--- config.mk ---
export PLATFORM = sky130hd
export DESIGN_NAME = irq_enpend_bank
export DESIGN_NICKNAME = d
export VERILOG_FILES = /design/src/rtl/irq_bank_pkg.sv /design/src/rtl/irq_line_word.sv /design/src/rtl/irq_lowest_sel.sv /design/src/rtl/irq_bus_fsm.sv /design/src/rtl/irq_enpend_bank.sv
export SDC_FILE = /design/constraint.sdc
export NUM_CORES = 1
export LEC_CHECK = 0
export ABC_AREA = 1
export BUFFER_PORTS_ARGS = -buffer_cell sky130_fd_sc_hd__buf_2
export CORE_UTILIZATION = 55
export DETAILED_ROUTE_END_ITERATION = 7
export GPL_TIMING_DRIVEN = 1
export PLACE_DENSITY_LB_ADDON = 0.25
export SYNTH_ARGS = -nofsm -noshare
export SYNTH_HDL_FRONTEND = slang
export SYNTH_SLANG_ARGS = --single-unit
--- constraint.sdc ---
create_clock -name clk -period 11.15 [get_ports clk]
set_input_delay 1.6725 -clock clk [delete_from_list [all_inputs] [get_ports clk]]
set_output_delay 1.6725 -clock clk [all_outputs]
set_load 0.01 [all_outputs]
--- src/rtl/irq_bank_pkg.sv ---
package irq_bank_pkg;
    localparam int WORD_W = 32;
    localparam logic [11:0] SET_BASE = 12'h100;
    localparam logic [11:0] CLR_BASE = 12'h180;

    typedef enum logic [1:0] {
        RSP_IDLE,
        RSP_OK,
        RSP_ERR
    } rsp_state_e;
endpackage

--- src/rtl/irq_line_word.sv ---
module irq_line_word #(
    parameter int W = 32
) (
    input  logic         clk,
    input  logic         rst_n,
    input  logic [W-1:0] set_en,
    input  logic [W-1:0] clr_en,
    input  logic [W-1:0] line_in,
    input  logic [W-1:0] ack_clr,
    output logic [W-1:0] en_q,
    output logic [W-1:0] pend_q
);
    // Enables: ones in the set mask turn lines on, ones in the clear mask turn them off.
    always_ff @(posedge clk or negedge rst_n) begin
        if (!rst_n) begin
            en_q <= '0;
        end else begin
            en_q <= (en_q | set_en) & ~clr_en;
        end
    end

    // Pending: a new line assertion takes precedence over an acknowledge.
    always_ff @(posedge clk or negedge rst_n) begin
        if (!rst_n) begin
            pend_q <= '0;
        end else begin
            pend_q <= (pend_q & ~ack_clr) | line_in;
        end
    end
endmodule

--- src/rtl/irq_lowest_sel.sv ---
module irq_lowest_sel #(
    parameter int N     = 128,
    parameter int IDX_W = $clog2(N)
) (
    input  logic             clk,
    input  logic             rst_n,
    input  logic [N-1:0]     elig,
    output logic             act_valid,
    output logic [IDX_W-1:0] act_idx
);
    logic             found;
    logic [IDX_W-1:0] pick;

    // Scan from the top down so the lowest eligible index is the one left in pick.
    always_comb begin
        found = 1'b0;
        pick  = '0;
        for (int i = N - 1; i >= 0; i--) begin
            if (elig[i]) begin
                found = 1'b1;
                pick  = IDX_W'(i);
            end
        end
    end

    always_ff @(posedge clk or negedge rst_n) begin
        if (!rst_n) begin
            act_valid <= 1'b0;
            act_idx   <= '0;
        end else begin
            act_valid <= found;
            act_idx   <= pick;
        end
    end
endmodule

--- src/rtl/irq_bus_fsm.sv ---
module irq_bus_fsm
    import irq_bank_pkg::*;
#(
    parameter int NWORDS = 4,
    parameter int ADDR_W = 12,
    localparam int TOT_W  = NWORDS * WORD_W,
    localparam int WSEL_W = (NWORDS > 1) ? $clog2(NWORDS) : 1
) (
    input  logic              clk,
    input  logic              rst_n,
    input  logic              req,
    input  logic              we,
    input  logic [ADDR_W-1:0] addr,
    input  logic [WORD_W-1:0] wdata,
    input  logic              priv,
    input  logic [TOT_W-1:0]  en_flat,
    output logic [TOT_W-1:0]  set_mask,
    output logic [TOT_W-1:0]  clr_mask,
    output logic              rsp_valid,
    output logic              rsp_err,
    output logic [WORD_W-1:0] rsp_rdata
);
    localparam logic [ADDR_W-1:0] SPAN   = ADDR_W'(NWORDS * 4);
    localparam logic [ADDR_W-1:0] SET_A  = ADDR_W'(SET_BASE);
    localparam logic [ADDR_W-1:0] CLR_A  = ADDR_W'(CLR_BASE);

    rsp_state_e        state_q, state_d;
    logic [ADDR_W-1:0] set_off, clr_off;
    logic              aligned, hit_set, hit_clr, hit_any;
    logic [WSEL_W-1:0] word_idx;
    logic              accept, wr_set, wr_clr;
    logic [WORD_W-1:0] rd_word, rdata_q;

    // Address decode
    always_comb begin
        set_off  = addr - SET_A;
        clr_off  = addr - CLR_A;
        aligned  = (addr[1:0] == 2'b00);
        hit_set  = aligned && (addr >= SET_A) && (set_off < SPAN);
        hit_clr  = aligned && (addr >= CLR_A) && (clr_off < SPAN);
        hit_any  = hit_set || hit_clr;
        word_idx = hit_clr ? WSEL_W'(clr_off >> 2) : WSEL_W'(set_off >> 2);
        accept   = req && priv;
        wr_set   = accept && we && hit_set;
        wr_clr   = accept && we && hit_clr;
    end

    for (genvar w = 0; w < NWORDS; w++) begin : g_word_mask
        assign set_mask[w*WORD_W +: WORD_W] =
            (wr_set && (word_idx == WSEL_W'(w))) ? wdata : '0;
        assign clr_mask[w*WORD_W +: WORD_W] =
            (wr_clr && (word_idx == WSEL_W'(w))) ? wdata : '0;
    end

    always_comb begin
        rd_word = '0;
        for (int w = 0; w < NWORDS; w++) begin
            if (hit_any && (word_idx == WSEL_W'(w))) begin
                rd_word = en_flat[w*WORD_W +: WORD_W];
            end
        end
    end

    // Next-state logic
    always_comb begin
        if (!req) begin
            state_d = RSP_IDLE;
        end else if (priv) begin
            state_d = RSP_OK;
        end else begin
            state_d = RSP_ERR;
        end
    end

    // State register
    always_ff @(posedge clk or negedge rst_n) begin
        if (!rst_n) begin
            state_q <= RSP_IDLE;
            rdata_q <= '0;
        end else begin
            state_q <= state_d;
            rdata_q <= (accept && !we) ? rd_word : '0;
        end
    end

    // Outputs from state
    always_comb begin
        rsp_valid = 1'b0;
        rsp_err   = 1'b0;
        rsp_rdata = '0;
        unique case (state_q)
            RSP_IDLE: begin
                rsp_valid = 1'b0;
            end
            RSP_OK: begin
                rsp_valid = 1'b1;
                rsp_rdata = rdata_q;
            end
            RSP_ERR: begin
                rsp_valid = 1'b1;
                rsp_err   = 1'b1;
            end
            default: begin
                rsp_valid = 1'b0;
            end
        endcase
    end
endmodule

--- src/rtl/irq_enpend_bank.sv ---
module irq_enpend_bank
    import irq_bank_pkg::*;
#(
    parameter int NUM_LINES = 128,
    parameter int ADDR_W    = 12,
    localparam int NWORDS   = NUM_LINES / WORD_W,
    localparam int IDX_W    = $clog2(NUM_LINES)
) (
    input  logic                 clk,
    input  logic                 rst_n,
    input  logic                 bus_req,
    input  logic                 bus_we,
    input  logic [ADDR_W-1:0]    bus_addr,
    input  logic [WORD_W-1:0]    bus_wdata,
    input  logic                 bus_priv,
    output logic                 rsp_valid,
    output logic                 rsp_err,
    output logic [WORD_W-1:0]    rsp_rdata,
    input  logic [NUM_LINES-1:0] irq_in,
    input  logic                 ack_valid,
    input  logic [IDX_W-1:0]     ack_idx,
    output logic                 act_valid,
    output logic [IDX_W-1:0]     act_idx
);
    logic [NUM_LINES-1:0] en_vec, pend_vec;
    logic [NUM_LINES-1:0] set_mask, clr_mask, ack_vec;

    irq_bus_fsm #(
        .NWORDS (NWORDS),
        .ADDR_W (ADDR_W)
    ) i_bus (
        .clk       (clk),
        .rst_n     (rst_n),
        .req       (bus_req),
        .we        (bus_we),
        .addr      (bus_addr),
        .wdata     (bus_wdata),
        .priv      (bus_priv),
        .en_flat   (en_vec),
        .set_mask  (set_mask),
        .clr_mask  (clr_mask),
        .rsp_valid (rsp_valid),
        .rsp_err   (rsp_err),
        .rsp_rdata (rsp_rdata)
    );

    for (genvar i = 0; i < NUM_LINES; i++) begin : g_ack
        assign ack_vec[i] = ack_valid && (ack_idx == IDX_W'(i));
    end

    for (genvar w = 0; w < NWORDS; w++) begin : g_word
        irq_line_word #(
            .W (WORD_W)
        ) i_word (
            .clk     (clk),
            .rst_n   (rst_n),
            .set_en  (set_mask[w*WORD_W +: WORD_W]),
            .clr_en  (clr_mask[w*WORD_W +: WORD_W]),
            .line_in (irq_in[w*WORD_W +: WORD_W]),
            .ack_clr (ack_vec[w*WORD_W +: WORD_W]),
            .en_q    (en_vec[w*WORD_W +: WORD_W]),
            .pend_q  (pend_vec[w*WORD_W +: WORD_W])
        );
    end

    irq_lowest_sel #(
        .N     (NUM_LINES),
        .IDX_W (IDX_W)
    ) i_sel (
        .clk       (clk),
        .rst_n     (rst_n),
        .elig      (en_vec & pend_vec),
        .act_valid (act_valid),
        .act_idx   (act_idx)
    );
endmodule

# Word-level counts from Yosys, hierarchy flattened
# Index checks and enable logic that the tools add are counted.
# word_totals
out_inout_bits	42
regBits	298
input_bits	185
elab_cells	605
# op_classes
n_addsub	2
muxes	275
eq_ne	132
order_cmp	4
reduce_logical	155
bitwise_logic	25
# ops
cell	n
2-to-1 mux 7 bit	128
== test 7 bit, second input constant	64
2-to-1 mux 32 bit	14
AND 32 bit	8
inverter 32 bit	8
OR 32 bit	8
== test 7 x 6 -> 1 bit, second input constant	32
logical AND 1 bit	149
2-to-1 mux 1 bit	130
AND 128 bit	1
== test 7 x 5 -> 1 bit, second input constant	16
== test 7 x 4 -> 1 bit, second input constant	8
== test 7 x 3 -> 1 bit, second input constant	4
>= comparator 12 x 9 -> 1 bit, second input constant	2
less-than comparator 12 x 5 -> 1 bit, second input constant	2
subtractor 12 x 9 -> 12 bit, second input constant	2
== test 7 x 2 -> 1 bit, second input constant	2
== test 7 x 1 -> 1 bit, second input constant	1
logical NOT 7 bit	1
== test 2 bit, second input constant	3
2-to-1 mux 2 bit	3
== test 2 x 1 -> 1 bit, second input constant	2
logical NOT 2 bit	2
OR reduction 2 bit	1
2 further kinds	2

# Depth between registers and ports, before layout
# Gate-level depths: netlist (run 1).
# logic_depth
ltp_word	129
ltp_mapped	128
ltp_nobuf	128

# Modules after synthesis
# A second synthesis (run 1) with hierarchy kept.
# unflattened
cells_unflattened	2727
hier_area_um2	17504.3
# modules_own_cells
mod	instances	seq_area_each_um2	area_each_um2	cells_each
irq_line_word	4	1601.5	2322.2	256
irq_bus_fsm	1	850.8	3887.5	767
irq_lowest_sel	1	200.2	2534.9	484
irq_enpend_bank	1	0.0	1793.0	452

# Worst setup path before layout (run 1)
# OpenSTA, ideal clock, no wires.
# synth_timing
path_kind	register to register
startpoint	register g_word[3].i_word.en_q[31]
endpoint	register i_sel.act_idx[0]
synth_period_minus_slack_ns	5.879
setup_time_ns	0.119
slack_ns	5.271
stages_incl_launch_ff	129
arrival_ns	5.759
cell_sequence	dfrtp_1 -> nand2_1 -> inv_1 -> nand2_1 -> nand2_1 -> nand2_1 -> nand2_1 -> nand2_1 -> nand2_1 -> nand2_1 -> nand2_1 -> nand2_1 -> nand2_1 -> nand2_1 -> nand2_1 -> nand2_1 -> nand2_1 -> nand2_1 -> [93 not listed] -> nand2_1 -> nand2_1 -> nand2_1 -> nand2_1 -> nand2_1 -> nand2_1 -> nand2_1 -> nand2_1 -> nand2_1 -> nand2_1 -> nand2_1 -> nand2_1 -> nand2_1 -> nand2_1 -> nand2_1 -> nand2_1 -> nand2_1 -> a21oi_2
# synth_between
elab_chain_len	129
# synth_lines
item	line	text
start, declared	irq_line_word.sv:10	output logic [W-1:0] en_q,
start signal, assigned	irq_line_word.sv:18	en_q <= (en_q | set_en) & ~clr_en;
AND 128 bit	irq_enpend_bank.sv:72	.elig (en_vec & pend_vec),
2-to-1 mux 7 bit (128 in a row)	irq_lowest_sel.sv:19	if (elig[i]) begin
via i_sel.pick[0]	irq_lowest_sel.sv:12	logic [IDX_W-1:0] pick;
end signal, assigned	irq_lowest_sel.sv:32	act_idx <= pick;
end, declared	irq_lowest_sel.sv:9	output logic [IDX_W-1:0] act_idx
# The timed path passes the listed nets, and every way through them passes these cells.

# Worst setup path in the final report (run 1)
# Ends and elaborated chain as after synthesis.

==> results of run 1 <==
==> registers in the layout, indices dropped and copies added (netlist names) <==
register and cells:
g_word.i_word.en_q 128, g_word.i_word.pend_q 128, i_bus.rdata_q 32, i_sel.act_idx 7
i_bus.state_q 2, i_sel.act_valid 1
==> routing by layer <==
metal	routed length, µm	global-route usage, %
met1	20000	48.4
met2	23900	60.6
met3	4480	5.81
met4	3080	19.9
met5	0	0
==> cell families (layout without fill, tap and decap cells) <==
| logic type | Yosys count | count (layout) |
|---|---|---|
| simple gates | 822 | 822 |
| buf+inv | 469 | 714 |
| compound gates | 418 | 418 |
| flops | 298 | 298 |
| fa+ha+maj | 4 | 4 |
==> layout make-up <==
cell class                      instances  area (µm²)
Fill cell                            2424        9280
Sequential cell                       298        7460
Multi-Input combinational cell       1244        5830
Inverter                              417        1570
Timing Repair Buffer                  240        1250
Clock buffer                           51        1040
Tap cell                              341         427
Clock inverter                          6        35.0
==> stage by stage <==
stage	utilization [%]	cell area [µm²]	setup slack, ps
after CTS	65.5	17600	4160
after floorplan	-	15000	5270
after global placement	61.5	16500	4300
after global routing	65.5	17600	2940
after detailed placement	61.5	16500	4280
final	65.5	17600	3990
==> synthesized netlist by cell type (all sizes together) <==
master / number
a21boi: 2
o22ai: 89
a211oi: 6
nand4: 4
buf: 1
nor4: 2
o31ai: 3
a221oi: 6
a21oi: 30
a2111oi: 2
o2111ai: 1
clkbuf: 51
a31oi: 13
nor3: 4
o311ai: 2
dfrtp: 298
and3: 1
o21ai: 234
nand3: 22
o211ai: 21
o221ai: 8
a311oi: 1
ha: 4
nand2: 574
inv: 416
nor2: 215
clkinv: 1
==> how the worst max path moves through the flow <==
stage	from	to	slack, ps	depth (start not counted)
6_report	g_word[3].i_word.en_q[31]	i_sel.act_idx[0]	3990	128
3_5_place_dp	g_word[3].i_word.en_q[31]	i_sel.act_idx[0]	4280	128
4_1_cts	g_word[3].i_word.en_q[31]	i_sel.act_idx[0]	4160	128
2_1_floorplan	g_word[3].i_word.en_q[31]	i_sel.act_idx[0]	5270	128
5_1_grt	g_word[3].i_word.en_q[31]	i_sel.act_idx[0]	2940	128
3_3_place_gp	g_word[3].i_word.en_q[31]	i_sel.act_idx[0]	4300	128
==> critical path: cells and delay by family, from the launching register on <==
kind            cells  cell delay [ps]
flops               1              390
buf+inv             1               50
simple gates      126             6590
compound gates      1               50
==> power groups by stage <==
stage | combinational (µW) | sequential (µW) | clock [µW]
finish | 123 | 1090 | 1080
global route | 136 | 1090 | 1140
CTS | 123 | 1090 | 1090
detailed placement | 123 | 1110 | 0
global placement | 121 | 1110 | 0
floorplan | 41.0 | 1110 | 0
==> summary.md, run 1 <==
| Metric | Value |
|---|---|
| Pleak | `0.00972 µW` |
| Crit path DAT | `between 7000 and 8000 ps` |
| Die area | `between 20000 and 30000 µm²` |
| Vias in the first global route | `approximately 14000` |
| Synth top area cells | `dfrtp_1 (50%), nand2_1 (12%), inv_1 (10%)` |
| Final RePlAce weighted congestion | `1.05` |
| Global-route wire length before repair | `77700 µm` |
| RSZ-0062 raised after global routing | `no` |
| First-pass detailed-route iteration total | `5` |
| Cts repair resizes | `0` |
| Post-Place Cells | `around 2500` |
| Clk Tree Root Cell | `clkbuf_16` |
| Worst-Skew Late Latency | `510 ps` |
| Seq/Total Area, Yosys | `around half` |
| Endpoint class of the critical path | `flop` |
| Reg2reg end | `i_sel.act_idx[0]` |
| WS Path Type | `reg -> reg` |
| Layout cells sized above 1 | `16.8%` |
| Area share of the largest cell type after synthesis | `49.6%` |
| Largest net degree at the start of global routing | `139` |
| Average wire per standard cell | `around 20 µm` |
| Status | `completed` |
| Ports | `between 200 and 250` |
| Max-slew headroom | `a little over a fifth` |
| Largest family of logic cells by synthesized area | `simple AND/OR/NAND/NOR gates` |
| Worst vdd ir | `roughly 0.11 mV` |
| Slowest CP cell | `dfrtp_1` |
| Tcrit/Tclk final | `about 64%` |
| Core area | `26900 µm²` |
| Reg2reg start | `g_word[3].i_word.en_q[31]` |
| Routed vias/inst | `5.52` |
| Die Y | `167 µm` |
| Fin crit period | `~7000 ps` |
| Final setup vio count | `0` |
| Syn_nets | `2200` |
| DRT antenna net count | `0` |
| Clk pwr share | `a little under half` |
| CP Launch Type | `flop` |
| Post-Route Setup TNS | `0 ps` |
| CTS HTree Levels | `2` |
| Layout Nets | `2424` |
| Skew final | `13.1 ps` |
| Die X | `between 150 and 200 µm` |
| Max-Cap Viols | `0` |
| Endpoint, Worst Hold | `g_word[1].i_word.pend_q[6]` |
| CTS Hold Buffers Added | `0` |
| R2R cell count | `around 130` |
| N_diodes | `0` |
| Switching part of the total | `23.2%` |
| Seq cells post-synth | `about 300` |
| Mean Syn Cell Area | `7.48 µm²` |
| WHS Path Cells | `2` |
| Total grt overflow | `0` |
| Cells after synthesis | `2011` |
| Synth Area in XOR/XNOR | `0%` |
| Final count of hold timing violations | `0` |
| Simple-Gate Fraction of Synth Area | `~23%` |
| Synthesized area | `15000 µm²` |
| Clock sinks | `between 200 and 300` |
| Overall global routing resource usage | `~37%` |
| Most frequent cells in the layout | `nand2_1 (490), inv_1 (412), dfrtp_1 (298)` |
| Adder-cell share of the synthesized area | `less than 1%` |
| Final slew viol count | `0` |
| Fmax | `140 MHz` |
| PwrDens | `between 100 and 150 nW/µm²` |
| Combinational share of power | `about 5.4%` |
| Total routed wirelength | `a little over 50000 µm` |
| Worst-case hold slack | `around 500 ps` |
| Most Frequent Cell on Critical Path | `nand2_1` |
| Psw | `532 µW` |
| Yosys cell types | `34` |
| CTS tree | `done` |
| Worst hold path class | `reg -> reg` |
| Hold wc startpoint | `g_word[1].i_word.pend_q[6]` |
| Critical path fanouts, max | `3` |
| Clk buf depth | `3` |
| Ys Warns | `0` |
| Port Buffers | `about 230` |
| DRT iter0 DRCs | `between 1500 and 2000` |
| Internal | `1760 µW` |
| Compound-Gate Fraction of Synth Area | `15.8%` |
| CTS buffer count | `34` |
| Area growth syn-to-layout | `17.0%` |
| Postcts setup bufs | `0` |
| Vias post-DR | `14330` |
| DRC viols | `0` |
| Initial Util | `between 50% and 60%` |
| Reg clk slew, reported paths | `60 ps` |
| Final Instance Count excl. Fillers | `about 2600` |
| Commonest non-fill, non-tap cell in the layout | `nand2_1` |
| Total power | `around 2300 µW` |
| Initial antenna violation count | `0` |
| Crit path largest cell delay | `a little under 400 ps` |
| Yosys top cell by area | `dfrtp_1` |
| Post-synthesis mux area share | `0%` |
| FF-to-FF setup slack | `3990 ps` |
| Slew @ Worst Pin | `between 1000 and 1500 ps` |
| CP Data Required Time | `between 10000 and 15000 ps` |
| Dpl hpwl | `38200 µm` |
| Row count | `60` |
| Flop pwr share | `between 40% and 50%` |
(Power assumes the default switching activity.)
==> run 2, diff against run 1 <==
==> constraint.sdc (replaced) <==
create_clock -name clk -period 7.4 [get_ports clk]
set_input_delay 1.11 -clock clk [delete_from_list [all_inputs] [get_ports clk]]
set_output_delay 1.11 -clock clk [all_outputs]
set_load 0.01 [all_outputs]
==> summary.md, run 2 (synthesized netlist as in run 1, its figures left out) <==
| Metric | Value |
|---|---|
| RSZ-0062 raised after global routing | `yes (was no)` |
| Final RePlAce weighted congestion | `1.04 (was 1.05)` |
| Overall global routing resource usage | `37.2% (was 37.3%)` |
| Slowest CP cell | `dfrtp_1 (unchanged)` |
| Clk buf depth | `3 (unchanged)` |
| DRC viols | `0 (unchanged)` |
| Area growth syn-to-layout | `17.4% (was 17.0%)` |
| FF-to-FF setup slack | `340 ps (was 3990 ps)` |
| CTS buffer count | `31 (was 34)` |
| Reg2reg start | `g_word[3].i_word.en_q[31] (unchanged)` |
| Crit path largest cell delay | `400 ps (was 390 ps)` |
| Post-Place Cells | `2540 (unchanged)` |
| Die X | `167 µm (unchanged)` |
| Skew final | `16.3 ps (was 13.1 ps)` |
| Layout cells sized above 1 | `17.1% (was 16.8%)` |
| Average wire per standard cell | `19.9 µm (was 19.8 µm)` |
| CP Launch Type | `flop (unchanged)` |
| CTS HTree Levels | `1 (was 2)` |
| Layout Nets | `2422 (was 2424)` |
| N_diodes | `0 (unchanged)` |
| Vias in the first global route | `13700 (was 13540)` |
| Total routed wirelength | `51700 µm (was 51400 µm)` |
| Fmax | `142 MHz (was 140 MHz)` |
| Tcrit/Tclk final | `95.4% (was 64.2%)` |
| DRT iter0 DRCs | `1628 (was 1742)` |
| Final setup vio count | `0 (unchanged)` |
| Fin crit period | `7060 ps (was 7160 ps)` |
| PwrDens | `200 nW/µm² (was 130 nW/µm²)` |
| DRT antenna net count | `0 (unchanged)` |
| Row count | `60 (unchanged)` |
| Dpl hpwl | `38400 µm (was 38200 µm)` |
| Placed inst area | `16500 µm² (about the same)` |
| Worst-Skew Late Latency | `580 ps (was 510 ps)` |
| Biggest regs | `g_word.i_word.en_q x128, g_word.i_word.pend_q x128, i_bus.rdata_q x32 (unchanged)` |
| Die area | `28000 µm² (unchanged)` |
| Vias post-DR | `14521 (was 14330)` |
| Core area | `26900 µm² (unchanged)` |
| Commonest non-fill, non-tap cell in the layout | `nand2_1 (unchanged)` |
| R2R cell count | `128 (unchanged)` |
| Initial antenna violation count | `0 (unchanged)` |
| Clk Tree Root Cell | `clkbuf_16 (unchanged)` |
| Pleak | `0.00975 µW (was 0.00972 µW)` |
| Finished Core Util | `65.7% (was 65.5%)` |
| Worst hold path class | `reg -> reg (unchanged)` |
| Max-slew headroom | `17.1% (was 21.0%)` |
| Status | `completed (unchanged)` |
| Critical path fanouts, max | `3 (unchanged)` |
| Clock sinks | `298 (unchanged)` |
| Port Buffers | `226 (unchanged)` |
| Worst vdd ir | `0.159 mV (was 0.108 mV)` |
| WHS Path Cells | `2 (unchanged)` |
| Hold wc startpoint | `g_word[1].i_word.pend_q[6] (unchanged)` |
| Routed vias/inst | `5.59 (was 5.52)` |
| Global-route wire length before repair | `77800 µm (was 77700 µm)` |
| Die Y | `167 µm (unchanged)` |
| Post-Route Setup TNS | `0 ps (unchanged)` |
| Max-Cap Viols | `0 (unchanged)` |
| CTS Hold Buffers Added | `0 (unchanged)` |
| Initial Util | `56.0% (unchanged)` |
| Endpoint class of the critical path | `flop (unchanged)` |
| Most frequent cells in the layout | `nand2_1 (486), inv_1 (412), dfrtp_1 (298) (was nand2_1 (490), inv_1 (412), dfrtp_1 (298))` |
| Slew @ Worst Pin | `1240 ps (was 1180 ps)` |
| Most Frequent Cell on Critical Path | `nand2_1 (unchanged)` |
| CP Data Required Time | `7850 ps (was 11550 ps)` |
| CTS tree | `done (unchanged)` |
| Endpoint, Worst Hold | `g_word[1].i_word.pend_q[6] (unchanged)` |
| Final Instance Count excl. Fillers | `2599 (was 2597)` |
| WS Path Type | `reg -> reg (unchanged)` |
| Design area | `17700 µm² (was 17600 µm²)` |
| Ports | `227 (unchanged)` |
| Total grt overflow | `0 (unchanged)` |
| First-pass detailed-route iteration total | `6 (was 5)` |
| Largest net degree at the start of global routing | `132 (was 139)` |
| Reg clk slew, reported paths | `60 ps (about the same)` |
| Final slew viol count | `0 (unchanged)` |
| Final count of hold timing violations | `0 (unchanged)` |
| Crit path DAT | `7520 ps (was 7550 ps)` |
| Total power | `3530 µW (was 2290 µW)` |
| Reg2reg end | `i_sel.act_idx[0] (unchanged)` |
run 2: where the power goes:
| part | leakage, µW | total (µW) | internal [µW] | switching [µW] |
|---|---|---|---|---|
| clock network | 0.000544 | 1710 | 1040 | 668 |
| logic | 0.00592 | 187 | 54.5 | 132 |
| registers | 0.00329 | 1640 | 1630 | 3.82 |
run 2: worst max path at each step:
stage / from / slack [ps] / end
floorplan: g_word[3].i_word.en_q[31] / 1520 / i_sel.act_idx[0]
global placement: g_word[3].i_word.en_q[31] / 550 / i_sel.act_idx[0]
detailed placement: g_word[3].i_word.en_q[31] / 510 / i_sel.act_idx[0]
CTS: g_word[3].i_word.en_q[31] / 430 / i_sel.act_idx[0]
global route: g_word[3].i_word.en_q[31] / -630 / i_sel.act_idx[0]
finish: g_word[3].i_word.en_q[31] / 340 / i_sel.act_idx[0]
run 2: worst max-delay path, delay by kind of cell (launching register included):
| family | cells | cell delay, ps |
|---|---|---|
| AND/OR/NAND/NOR | 126 | 6460 |
| flip-flops | 1 | 400 |
| AO/OA/AOI/OAI | 1 | 50 |
| buffers and inverters | 1 | 40 |
run 2: final cells by class:
cell class | count | area [µm²]
Timing Repair Buffer | 241 | 1270
Clock buffer | 45 | 888
Tap cell | 341 | 427
Fill cell | 2421 | 9210
Inverter | 417 | 1570
Clock inverter | 13 | 221
Sequential cell | 298 | 7460
Multi-Input combinational cell | 1244 | 5840
run 2: through the flow:
stage                     setup WS [ps]  hold slack, ps
final                               338             507
after CTS                           435             506
after floorplan                    1520             463
after global routing               -626             532
after detailed placement            506             492
after global placement              553             486
run 2: per-layer routing:
layer	up-vias	wire length (µm)	GRT usage (%)
met3	163	4710	5.44
met1	6818	19500	47.7
met2	822	24100	60.8
li1	6718	-	-
met4	0	3390	21.3
met5	-	0	0
run 2: repair_timing:
item | CTS | global route
gates resized for setup | 0 | 4
endpoints found under the setup margin | 0 | 1
setup buffers | 0 | 1
